==> config.mk <==
export PLATFORM = sky130hd
export DESIGN_NAME = hint_status_ctrl
export DESIGN_NICKNAME = d
export VERILOG_FILES = /design/src/rtl/hint_pkg.sv /design/src/rtl/hint_edge_detect.sv /design/src/rtl/hint_mask_reg.sv /design/src/rtl/hint_status_reg.sv /design/src/rtl/hint_bus_port.sv /design/src/rtl/hint_status_ctrl.sv
export SDC_FILE = /design/constraint.sdc
export NUM_CORES = 1
export LEC_CHECK = 0
export BUFFER_PORTS_ARGS = -buffer_cell sky130_fd_sc_hd__buf_2
export CELL_PAD_IN_SITES_DETAIL_PLACEMENT = 2
export CELL_PAD_IN_SITES_GLOBAL_PLACEMENT = 2
export CORE_MARGIN = 10
export CORE_UTILIZATION = 36
export CTS_BUF_LIST = sky130_fd_sc_hd__clkbuf_16
export DETAILED_ROUTE_END_ITERATION = 12
export GPL_ROUTABILITY_DRIVEN = 0
export PLACE_DENSITY_LB_ADDON = 0.1
export RECOVER_POWER = 25
export SLEW_MARGIN = 20
export SYNTH_ARGS = -nofsm -noshare
export SYNTH_HDL_FRONTEND = slang
export SYNTH_HIERARCHICAL = 1
export SYNTH_SLANG_ARGS = --single-unit
==> constraint.sdc <==
create_clock -name clk -period 3.37 [get_ports clk]
set_clock_uncertainty 0.15 [all_clocks]
set_input_delay 0.1685 -clock clk [delete_from_list [all_inputs] [get_ports clk]]
set_output_delay 0.1685 -clock clk [all_outputs]
set_load 0.05 [all_outputs]
==> src/rtl/hint_pkg.sv <==
// Package: shared address map and widths for the host interrupt status block.
// Assumes word addressing on a 3-bit register bus.
package hint_pkg;

    localparam int ADDR_W = 3;

    typedef enum logic [ADDR_W-1:0] {
        A_MASK      = 3'd0,  // read/write mask
        A_MASK_SET  = 3'd1,  // write-only: set mask bits
        A_MASK_CLR  = 3'd2,  // write-only: clear mask bits
        A_STAT_PEEK = 3'd3,  // read-only: status, no side effect
        A_STAT_TAKE = 3'd4,  // read-only: status, cleared by the read
        A_ACK       = 3'd5,  // write-only: write 1 to clear status
        A_SPARE6    = 3'd6,
        A_SPARE7    = 3'd7
    } hint_addr_e;

    // Decoded single-cycle bus actions.
    typedef struct packed {
        logic mask_load;
        logic mask_set;
        logic mask_clr;
        logic ack;
        logic take;
    } hint_act_t;

endpackage

==> src/rtl/hint_edge_detect.sv <==
// Module: hint_edge_detect
// Rising-edge detector for each source input. Sources are assumed to be
// already synchronous to clk. The previous level resets to 0, so a source
// that is high when reset is released counts as one edge.
module hint_edge_detect #(
    parameter int NUM_SRC = 16
) (
    input  logic               clk,
    input  logic               rst_n,
    input  logic [NUM_SRC-1:0] src_i,
    output logic [NUM_SRC-1:0] rise_o
);

    logic [NUM_SRC-1:0] prev_q;

    genvar g;
    generate
        for (g = 0; g < NUM_SRC; g++) begin : g_bit
            // Remember last level of this source.
            always_ff @(posedge clk) begin
                if (!rst_n) prev_q[g] <= 1'b0;
                else        prev_q[g] <= src_i[g];
            end
            // An edge is a high level that was low one cycle ago.
            assign rise_o[g] = src_i[g] & ~prev_q[g];
        end
    endgenerate

endmodule

==> src/rtl/hint_mask_reg.sv <==
// Module: hint_mask_reg
// Mask register with a full load and separate bitwise set and clear ports.
// Assumes at most one of the three write strobes is active in a cycle;
// if several are, load beats set, which beats clear.
module hint_mask_reg #(
    parameter int               NUM_SRC   = 16,
    parameter logic [NUM_SRC-1:0] RESET_VAL = NUM_SRC'(1)
) (
    input  logic               clk,
    input  logic               rst_n,
    input  logic               load_i,
    input  logic               set_i,
    input  logic               clr_i,
    input  logic [NUM_SRC-1:0] data_i,
    output logic [NUM_SRC-1:0] mask_o
);

    logic [NUM_SRC-1:0] mask_q;
    logic [NUM_SRC-1:0] mask_d;

    // Next mask value from the active write strobe.
    always_comb begin
        mask_d = mask_q;
        if (load_i)      mask_d = data_i;
        else if (set_i)  mask_d = mask_q | data_i;
        else if (clr_i)  mask_d = mask_q & ~data_i;
    end

    // Hold the mask; reset blocks only the lowest source.
    always_ff @(posedge clk) begin
        if (!rst_n) mask_q <= RESET_VAL;
        else        mask_q <= mask_d;
    end

    assign mask_o = mask_q;

endmodule

==> src/rtl/hint_status_reg.sv <==
// Module: hint_status_reg
// Sticky status bits. A rising edge sets a bit; an acknowledge bit or a
// take-read clears it. When a set and a clear meet in one cycle the set
// wins, so that no event is lost.
module hint_status_reg #(
    parameter int NUM_SRC = 16
) (
    input  logic               clk,
    input  logic               rst_n,
    input  logic [NUM_SRC-1:0] rise_i,
    input  logic               ack_i,
    input  logic [NUM_SRC-1:0] ack_bits_i,
    input  logic               take_i,
    output logic [NUM_SRC-1:0] status_o
);

    logic [NUM_SRC-1:0] stat_q;
    logic [NUM_SRC-1:0] clr_vec;

    // Bits cleared this cycle, from either clear path.
    always_comb begin
        clr_vec = '0;
        if (ack_i)  clr_vec = clr_vec | ack_bits_i;
        if (take_i) clr_vec = '1;
    end

    genvar g;
    generate
        for (g = 0; g < NUM_SRC; g++) begin : g_bit
            // Per-bit sticky flag with set priority.
            always_ff @(posedge clk) begin
                if (!rst_n)          stat_q[g] <= 1'b0;
                else if (rise_i[g])  stat_q[g] <= 1'b1;
                else if (clr_vec[g]) stat_q[g] <= 1'b0;
            end
        end
    endgenerate

    assign status_o = stat_q;

endmodule

==> src/rtl/hint_bus_port.sv <==
// Module: hint_bus_port
// Register bus front end: decodes write strobes into actions and holds
// registered read data. Read data is valid in the cycle after the strobe
// and is 0 for write-only and unused addresses.
module hint_bus_port #(
    parameter int NUM_SRC = 16
) (
    input  logic                      clk,
    input  logic                      rst_n,
    input  logic [hint_pkg::ADDR_W-1:0] addr_i,
    input  logic                      wr_i,
    input  logic                      rd_i,
    input  logic [NUM_SRC-1:0]        mask_i,
    input  logic [NUM_SRC-1:0]        status_i,
    output hint_pkg::hint_act_t       act_o,
    output logic [NUM_SRC-1:0]        rdata_o
);
    import hint_pkg::*;

    hint_addr_e         addr_e;
    logic [NUM_SRC-1:0] rd_mux;
    logic [NUM_SRC-1:0] rdata_q;

    assign addr_e = hint_addr_e'(addr_i);

    // Turn a strobe plus address into one action.
    always_comb begin
        act_o = '0;
        if (wr_i) begin
            case (addr_e)
                A_MASK:     act_o.mask_load = 1'b1;
                A_MASK_SET: act_o.mask_set  = 1'b1;
                A_MASK_CLR: act_o.mask_clr  = 1'b1;
                A_ACK:      act_o.ack       = 1'b1;
                default:    ;
            endcase
        end
        if (rd_i && addr_e == A_STAT_TAKE) act_o.take = 1'b1;
    end

    // Select read data for the addressed register.
    always_comb begin
        case (addr_e)
            A_MASK:      rd_mux = mask_i;
            A_STAT_PEEK: rd_mux = status_i;
            A_STAT_TAKE: rd_mux = status_i;
            default:     rd_mux = '0;
        endcase
    end

    // Capture read data on the read strobe.
    always_ff @(posedge clk) begin
        if (!rst_n)    rdata_q <= '0;
        else if (rd_i) rdata_q <= rd_mux;
    end

    assign rdata_o = rdata_q;

endmodule

==> src/rtl/hint_status_ctrl.sv <==
// Module: hint_status_ctrl (top)
// Host interrupt status controller: edge-latched sources, mask with
// set/clear aliases, peek and take status views, write-1 acknowledge and
// one interrupt line of selectable polarity. Sources and bus are assumed
// synchronous to clk.
module hint_status_ctrl #(
    parameter int NUM_SRC = 16
) (
    input  logic               clk,
    input  logic               rst_n,
    input  logic [NUM_SRC-1:0] src_i,
    input  logic               irq_act_high_i,
    input  logic [2:0]         bus_addr_i,
    input  logic               bus_wr_i,
    input  logic [NUM_SRC-1:0] bus_wdata_i,
    input  logic               bus_rd_i,
    output logic [NUM_SRC-1:0] bus_rdata_o,
    output logic               irq_o
);
    import hint_pkg::*;

    logic [NUM_SRC-1:0] rise_w;
    logic [NUM_SRC-1:0] mask_w;
    logic [NUM_SRC-1:0] status_w;
    hint_act_t          act_w;
    logic               pending_w;

    hint_edge_detect #(.NUM_SRC(NUM_SRC)) edge_i (
        .clk    (clk),
        .rst_n  (rst_n),
        .src_i  (src_i),
        .rise_o (rise_w)
    );

    hint_bus_port #(.NUM_SRC(NUM_SRC)) bus_i (
        .clk      (clk),
        .rst_n    (rst_n),
        .addr_i   (bus_addr_i),
        .wr_i     (bus_wr_i),
        .rd_i     (bus_rd_i),
        .mask_i   (mask_w),
        .status_i (status_w),
        .act_o    (act_w),
        .rdata_o  (bus_rdata_o)
    );

    hint_mask_reg #(.NUM_SRC(NUM_SRC), .RESET_VAL(NUM_SRC'(1))) mask_i (
        .clk    (clk),
        .rst_n  (rst_n),
        .load_i (act_w.mask_load),
        .set_i  (act_w.mask_set),
        .clr_i  (act_w.mask_clr),
        .data_i (bus_wdata_i),
        .mask_o (mask_w)
    );

    hint_status_reg #(.NUM_SRC(NUM_SRC)) stat_i (
        .clk        (clk),
        .rst_n      (rst_n),
        .rise_i     (rise_w),
        .ack_i      (act_w.ack),
        .ack_bits_i (bus_wdata_i),
        .take_i     (act_w.take),
        .status_o   (status_w)
    );

    // Any unmasked status bit raises the line.
    assign pending_w = |(status_w & ~mask_w);
    // Apply the configured polarity.
    assign irq_o = irq_act_high_i ? pending_w : ~pending_w;

endmodule

==> impl_metrics.yaml, run 1 <==
setup_path:
  crit_path_start: "stat_i/status_o[15]"
  worstPathMaxFanout: 4
  reg2reg_slack_ps: 2260
  r2r_end: "bus_i/rdata_o[5]"
  worst-setup-path-type: "reg -> out"
  cp-end-kind: "output port"
  cp-start-kind: "flip-flop"
  arrival_ps: 1880
  reg2reg_depth: 3
  r2r-start: "stat_i/status_o[5]"
  cp.required_ps: 3050
  crit_end: "irq_o"
logic_synthesis:
  ys_top_cells_by_area: "dfxtp_1 (41%), nand2_1 (7.6%), mux2_2 (5.8%)"
  async_reset_ff_share_pct: 0
  ys_types: 36
  synth.cell_area_sq_um: 3130
  synth_top_area_share_pct: 41.0
  ys_top_cells_by_count: "dfxtp_1 (64), nand2_1 (63), nor2b_1 (25)"
  syn_inst: 341
  synth_nets: 381
  synth-seq-area-share_pct: 41.0
  synth-main-ff-cell: "dfxtp_1"
  synth_edf_count: 0
  synth_area_leader_cell: "dfxtp_1"
  ys_ff_latch: 64
  yosys_warnings: 6
  synth.most_common_cell: "dfxtp_1"
  syn_avg_cell_area_sq_um: 9.17
clock_tree:
  postCtsSetupRepairBufs: 0
  cts.repair.resized: 0
  clock-sinks: 64
  cts_buffers: 9
  ctsHtreeMaxLevel: 3
  cts_root_buf: "clkbuf_16"
  clk_path_buf_depth: 2
  cts.reportedPaths.clkPinSlew_ps: 60
  cts_tree: "yes"
  cts_hold_buf: 28
  clk_latency_ps: 330
placement:
  portBuffers: 56
  dp_hpwl_mm: 6.34
  post_dp_cell_area_sq_um: 3380
pwr:
  ir_drop_uv: 276
  switchingPower_uw: 558
  p_int_mw: 1.65
  pwr-share-clk_pct: 49.1
  powerDensity_nw_per_um2: 552
  switching_share_pct: 25.3
  comb_power_share_pct: 12.8
  seq_power_share_pct: 38.0
  p_leak_nw: 1.55
  p_total_mw: 2.21
grt:
  antenna_found_initial: 0
  grt_pass1_vias: 2980
  grt_util_all_layers_pct: 16.0
  grt-ovfl-total: 0
  grt_max_degree: 65
  grt_pass1_wl_mm: 16.6
floorplan:
  rows: 33
  io-pin-count: 57
  initial_core_util_pct: 37.5
  fp.dieH_um: 113
  coreArea_sq_um: 8340
  die_w_um: 113
  dieArea_sq_um: 12800
routing:
  final_antenna_net_count: 0
  drt_first_pass_iters: 5
  drc_errors: 0
  totalWireLength_mm: 10.1
  vias: 2679
  drt_iter0_markers: 97
  wire_per_inst_um: 19.2
  vias_per_cell: 5.09
sta:
  period_share_pct: 65.3
  min_period_ps: 2200
  rsz0062_at_grt: "no"
  whs_ps: 14.8
  timing.fmax_mhz: 454
  setup_tns_ps: 0
  tightest_slew_ps: 1020
  hold_viol: 0
  slew_headroom_pct: 32.0
  finalSetupViolations: 0
  drv_slew: 0
final_layout:
  fin_nets: 456
  insertedDiodeCount: 0
  area_delta_synth_final_pct: 27.9
  utilization_pct: 48.0
  stdcell_area_sq_um: 4000
  drive_gt1_share_pct: 26.6
flow_run:
  max-cap-violations: 0
outcome:
  outcome: "finished clean"
min_path:
  hold_path.class: "in -> reg"
[kinds of logic after synthesis]
kind of cell,after synthesis,share of synthesized area (%)
multiplexers,16,5.76
flip-flops,64,41.0
AND/OR/NAND/NOR,135,23.5
XOR/XNOR,1,0.280
AO/OA/AOI/OAI,83,21.5
buffers and inverters,42,7.92
[power by group through the flow]
stage	combinational, mW	clock, mW	sequential, mW
floorplan	0.149	0	0.878
global route	0.311	1.15	0.846
global placement	0.247	0	0.851
CTS	0.285	1.11	0.839
detailed placement	0.254	0	0.854
finish	0.283	1.08	0.840
[worst max-delay path: stages, from the launching register on]
cell	delay, ps
dfxtp_1	360
nor2b_4	150
a2111oi_2	370
nand4_1	210
xnor2_1	180
buf_2	280
[how the worst min path moves through the flow]
| stage | cells after the start | start | end |
|---|---|---|---|
| after floorplan | 2 | bus_wdata_i[0] | flip-flop |
| after global placement | 2 | src_i[15] | edge_i/prev_q[15] |
| after detailed placement | 2 | src_i[0] | edge_i/prev_q[0] |
| after CTS | 3 | bus_wdata_i[12] | flip-flop |
| after global routing | 3 | bus_wdata_i[5] | flip-flop |
| final | 3 | bus_wdata_i[9] | flip-flop |
[cell type report]
cell class	count	area [sq um]
Fill cell	925	4340
Clock inverter	7	119
Sequential cell	64	1280
Timing Repair Buffer	86	571
Multi-Input combinational cell	235	1600
Inverter	20	75.1
Tap cell	105	131
Clock buffer	9	225
[stage by stage]
step                      std cells  worst slack, ps
after floorplan                 341             1320
after global placement          482             1160
after detailed placement        482             1140
after CTS                       526             1130
after global routing            526             1080
final                           526             1170
[metal layers]
metal | wire length (um) | up-vias | track usage, %
li1 | - | 1312 | -
met1 | 4820 | 1301 | 20.5
met2 | 4810 | 58 | 26.0
met3 | 389 | 8 | 3.59
met4 | 77 | 0 | 4.82
met5 | 0 | - | 0
[placed cells by master, fill, tap and decap left out, types with 7 or more instances in the layout]
master and n:
nand2_1 63, inv_1 20, a21boi_2 8, clkbuf_16 9, dfxtp_1 64, o21ai_0 16
buf_2 52, and2_0 7, and2_1 9, nand3b_1 16, dlygate4sd3_1 28, nor2b_1 25
a211oi_2 10, a31oi_1 16, mux2_2 16, o21a_1 16
Note: power is estimated with default switching activity, not from simulation.
==> inputs of run 2 (changes only) <==
--- a/config.mk
+++ b/config.mk
@@ -9,7 +9,7 @@
 export CELL_PAD_IN_SITES_DETAIL_PLACEMENT = 2
 export CELL_PAD_IN_SITES_GLOBAL_PLACEMENT = 2
 export CORE_MARGIN = 10
-export CORE_UTILIZATION = 36
+export CORE_UTILIZATION = 34
 export CTS_BUF_LIST = sky130_fd_sc_hd__clkbuf_16
 export DETAILED_ROUTE_END_ITERATION = 12
 export GPL_ROUTABILITY_DRIVEN = 0
==> constraint.sdc (replaced) <==
create_clock -name clk -period 2.08 [get_ports clk]
set_clock_uncertainty 0.15 [all_clocks]
set_input_delay 0.104 -clock clk [delete_from_list [all_inputs] [get_ports clk]]
set_output_delay 0.104 -clock clk [all_outputs]
set_load 0.05 [all_outputs]
==> impl_metrics.yaml, run 2 (synthesis gave the netlist of run 1 again) <==
pwr:
  pwr-share-clk_pct: 48.6
  p_int_mw: 2.70
  comb_power_share_pct: 13.8
  p_leak_nw: 1.64
  ir_drop_uv: 351
  seq_power_share_pct: 37.7
  switchingPower_uw: 917
  switching_share_pct: 25.4
  powerDensity_nw_per_um2: 863
  p_total_mw: 3.62
floorplan:
  rows: 34
  initial_core_util_pct: 35.3
  fp.dieH_um: 116
  die_w_um: 116
  coreArea_sq_um: 8850
  dieArea_sq_um: 13400
  io-pin-count: 57
sta:
  period_share_pct: 97.0
  setup_tns_ps: 0
  slew_headroom_pct: 35.5
  min_period_ps: 2020
  finalSetupViolations: 0
  timing.fmax_mhz: 496
  drv_slew: 0
  hold_viol: 0
  tightest_slew_ps: 967
grt:
  grt_max_degree: 33
  grt_pass1_vias: 3144
  grt_util_all_layers_pct: 16.0
  grt-ovfl-total: 0
  grt_pass1_wl_mm: 17.0
  antenna_found_initial: 0
final_layout:
  final_cells: 542
  insertedDiodeCount: 0
  utilization_pct: 47.3
  final_cell_mix: "nand2_1 (63), dfxtp_1 (54), buf_2 (54)"
  fin_nets: 469
  area_delta_synth_final_pct: 33.9
  final_common_cell: "nand2_1"
  drive_gt1_share_pct: 31.6
placement:
  dpl.cell_count: 493
  dp_hpwl_mm: 6.85
  portBuffers: 56
setup_path:
  cp-start-kind: "flip-flop"
  reg2reg_depth: 4
  worst-setup-path-type: "reg -> out"
  cp-end-kind: "output port"
  reg2reg_slack_ps: 900
  arrival_ps: 1760
  r2r-start: "stat_i/status_o[4]"
  r2r_end: "bus_i/rdata_o[4]"
  worstPathMaxFanout: 3
  cp.required_ps: 1830
routing:
  drt_iter0_markers: 93
  vias_per_cell: 5.02
  vias: 2723
  wire_per_inst_um: 18.9
  totalWireLength_mm: 10.3
  drt_first_pass_iters: 4
  final_antenna_net_count: 0
  drc_errors: 0
clock_tree:
  cts_root_buf: "clkbuf_16"
  clk_latency_ps: 330
  ctsHtreeMaxLevel: 3
  clock-sinks: 64
  cts_buffers: 9
  cts_tree: "yes"
  cts.reportedPaths.clkPinSlew_ps: 60
  clk_path_buf_depth: 2
flow_run:
  max-cap-violations: 0
min_path:
  hold_path_end: "bus_i/rdata_o[10]"
  hold_path.class: "in -> reg"
  worstHoldStart: "bus_rd_i"
  hold_path_depth: 3
outcome:
  outcome: "finished clean"
run 2: cell count changes in the layout (fill, tap and decap cells not counted), moves of 3 or more:
cell           previous run  this run
dlygate4sd3_1            28        32
nor2b_1                  25        22
dfxtp_4                   0         3
a2111oi_2                 4         1
a2111oi_4                 0         3
dfxtp_2                   0         7
buf_4                     2        10
dfxtp_1                  64        54
run 2: worst max path at each step:
stage | slack, ps | end | from
6_report | 60 | irq_o | stat_i/status_o[4]
5_1_grt | -30 | irq_o | flip-flop
4_1_cts | 40 | irq_o | stat_i/status_o[6]
3_5_place_dp | 360 | flip-flop | bus_addr_i[2]
3_3_place_gp | 360 | irq_o | stat_i/status_o[6]
2_1_floorplan | 100 | irq_o | stat_i/status_o[15]
run 2: cell type report:
type | count | area, sq um
Tap cell | 108 | 135
Clock inverter | 7 | 120
Timing Repair Buffer | 99 | 678
Sequential cell | 64 | 1300
Fill cell | 952 | 4660
Multi-Input combinational cell | 235 | 1650
Clock buffer | 9 | 225
Inverter | 20 | 75.1
run 2: per-layer routing:
metal  global-route usage [%]  wire, um  up-vias
li1                         -         -     1338
met1                     19.6      4780     1327
met2                     27.3      5010       45
met3                     3.46       345       13
met4                     4.84       131        0
met5                        0         0        -
run 2: critical path, cell delays in order, from the launching register on:
cell and delay (ps):
dfxtp_4 350, nor2b_2 160, a2111oi_4 330, nand4_1 190
xnor2_1 190, buf_4 220
run 2: what timing repair did:
item | 4_1_cts | 5_1_grt
gates resized for setup | 1 | 21
pin swaps | 0 | 5
setup endpoints to repair | 1 | 1
hold endpoints to repair | 40 | 0
setup buffers | 0 | 1
cloned | 0 | 0
hold buffers | 32 | 0
run 2: per-stage QoR:
stage / worst slack (ps) / instance area (sq um) / hold WS (ps)
after global placement: 359 / 3440 / 167
after global routing: -26.2 / 4190 / 165
final: 62.1 / 4190 / 132
after floorplan: 97.4 / 3130 / 70.6
after detailed placement: 362 / 3440 / 173
after CTS: 36.8 / 4110 / 68.8
run 2: power groups by stage:
stage               combinational (mW)  clock, mW  sequential, mW
floorplan                        0.241          0            1.42
global placement                 0.416          0            1.38
detailed placement               0.425          0            1.38
CTS                              0.480       1.80            1.36
global route                     0.546       1.85            1.37
finish                           0.497       1.76            1.36
==> inputs of run 3 (changes only) <==
--- a/config.mk
+++ b/config.mk
@@ -8,6 +8,7 @@
 export BUFFER_PORTS_ARGS = -buffer_cell sky130_fd_sc_hd__buf_2
 export CELL_PAD_IN_SITES_DETAIL_PLACEMENT = 2
 export CELL_PAD_IN_SITES_GLOBAL_PLACEMENT = 2
+export CORE_ASPECT_RATIO = 0.75
 export CORE_MARGIN = 10
 export CORE_UTILIZATION = 34
 export CTS_BUF_LIST = sky130_fd_sc_hd__clkbuf_16
==> impl_metrics.yaml, run 3 (synthesis gave the netlist of run 1 again) <==
final_layout:
  drive_gt1_share_pct: 29.0
  fin_nets: 473
  insertedDiodeCount: 0
  final_cell_mix: "nand2_1 (63), dfxtp_1 (57), buf_2 (45)"
  final_common_cell: "nand2_1"
  area_delta_synth_final_pct: 32.0
pwr:
  switching_share_pct: 27.6
  ir_drop_uv: 376
  seq_power_share_pct: 42.5
  switchingPower_uw: 883
  p_leak_nw: 1.60
  powerDensity_nw_per_um2: 776
  p_total_mw: 3.20
  p_int_mw: 2.32
  comb_power_share_pct: 15.7
  pwr-share-clk_pct: 41.8
grt:
  grt_max_degree: 65
  antenna_found_initial: 0
  grt_util_all_layers_pct: 15.8
  grt-ovfl-total: 0
  grt_pass1_wl_mm: 16.4
  grt_pass1_vias: 2989
sta:
  finalSetupViolations: 0
  slew_headroom_pct: 56.1
  rsz0062_at_grt: "yes"
  timing.fmax_mhz: 490
  hold_viol: 0
  period_share_pct: 98.0
  drv_slew: 0
  tightest_slew_ps: 659
  min_period_ps: 2040
  fin_ws_ps: 41.1
clock_tree:
  ctsHtreeMaxLevel: 3
  clk_path_buf_depth: 2
  clk_latency_ps: 330
  cts_buffers: 9
  clock-sinks: 64
  cts_root_buf: "clkbuf_16"
  cts.reportedPaths.clkPinSlew_ps: 60
  cts_tree: "yes"
routing:
  drt_first_pass_iters: 4
  final_antenna_net_count: 0
  wl_met3_um: 510
  highest_layer: "met4"
  drt_iter0_markers: 143
  met2_wirelength_mm: 4.44
  totalWireLength_mm: 10.2
  wl_met1_mm: 5.20
  vias_per_cell: 4.87
  wire_per_inst_um: 18.6
  vias: 2677
  drc_errors: 0
placement:
  pre_cts_slack_ps: 208
  dp_hpwl_mm: 6.93
  portBuffers: 56
outcome:
  outcome: "finished clean"
setup_path:
  cp.required_ps: 1830
  cp-end-kind: "output port"
  worstPathMaxFanout: 3
  worst-setup-path-type: "reg -> out"
  cp-start-kind: "flip-flop"
  arrival_ps: 1780
floorplan:
  die_w_um: 131
  io-pin-count: 57
  fp.dieH_um: 103
  initial_core_util_pct: 34.7
  dieArea_sq_um: 13500
  rows: 30
  coreArea_sq_um: 9010
min_path:
  hold_path.class: "in -> reg"
flow_run:
  max-cap-violations: 0
-- run 3: cell count changes in the layout (fill, tap and decap cells not counted), sizes merged --
cell and change:
clkinv +1, buf -3, bufinv -3, clkinvlp +2
clkbuf +7
-- run 3: what timing repair did --
action / CTS / global route
cloned: 0 / 0
buffers inserted: 0 / 3
hold buffers: 32 / 0
hold endpoints to repair: 45 / 0
setup endpoints to repair: 1 / 1
pin swaps: 3 / 4
gates resized for setup: 7 / 9
-- run 3: path summary, 6_finish.rpt --
check	from	endpoint	slack (ps)	depth (start not counted)
hold / removal	rst_n	flip-flop	70	3
hold reg to reg	flip-flop	flip-flop	370	2
setup / recovery	stat_i/status_o[7]	irq_o	40	5
setup reg to reg	stat_i/status_o[5]	bus_i/rdata_o[5]	880	4
-- run 3: layer usage --
layer,track usage [%],vias to the layer above
met5,0,-
met4,4.18,0
met3,4.52,9
met2,24.0,59
met1,21.4,1263
li1,-,1346
-- run 3: power groups by stage --
| stage | clock network, mW | registers [mW] | logic [mW] |
|---|---|---|---|
| 2_1_floorplan | 0 | 1.42 | 0.241 |
| 3_3_place_gp | 0 | 1.38 | 0.429 |
| 3_5_place_dp | 0 | 1.38 | 0.436 |
| 4_1_cts | 1.39 | 1.36 | 0.492 |
| 5_1_grt | 1.44 | 1.37 | 0.552 |
| 6_report | 1.34 | 1.36 | 0.504 |
-- run 3: final cells by class --
cell class              count  area, sq um
fillers                   977         4880
well taps                 112          140
clock buffers               9          225
clock inverters             7         38.8
flip-flops and latches     64         1290
multi-input cells         235         1640
inverters                  20         75.1
repair buffers            103          717
-- run 3: worst max-delay path, stage by stage (launching register included) --
cell and delay, ps:
dfxtp_4 350, nor2b_4 130, a2111oi_4 380, nand4_1 200, xnor2_1 180, buf_4 220
-- run 3: per-stage QoR --
step / util (%) / area [sq um] / hold slack [ps] / TNS [ps] / instances
6_report: 45.8 / 4130 / 68.3 / 0 / 550
5_1_grt: 45.8 / 4130 / 74.7 / -29.5 / 550
4_1_cts: 45.4 / 4090 / 54.8 / 0 / 547
3_5_place_dp: 38.7 / 3480 / 172 / 0 / 499
3_3_place_gp: 38.7 / 3480 / 167 / 0 / 499
2_1_floorplan: - / 3130 / 70.6 / 0 / 341
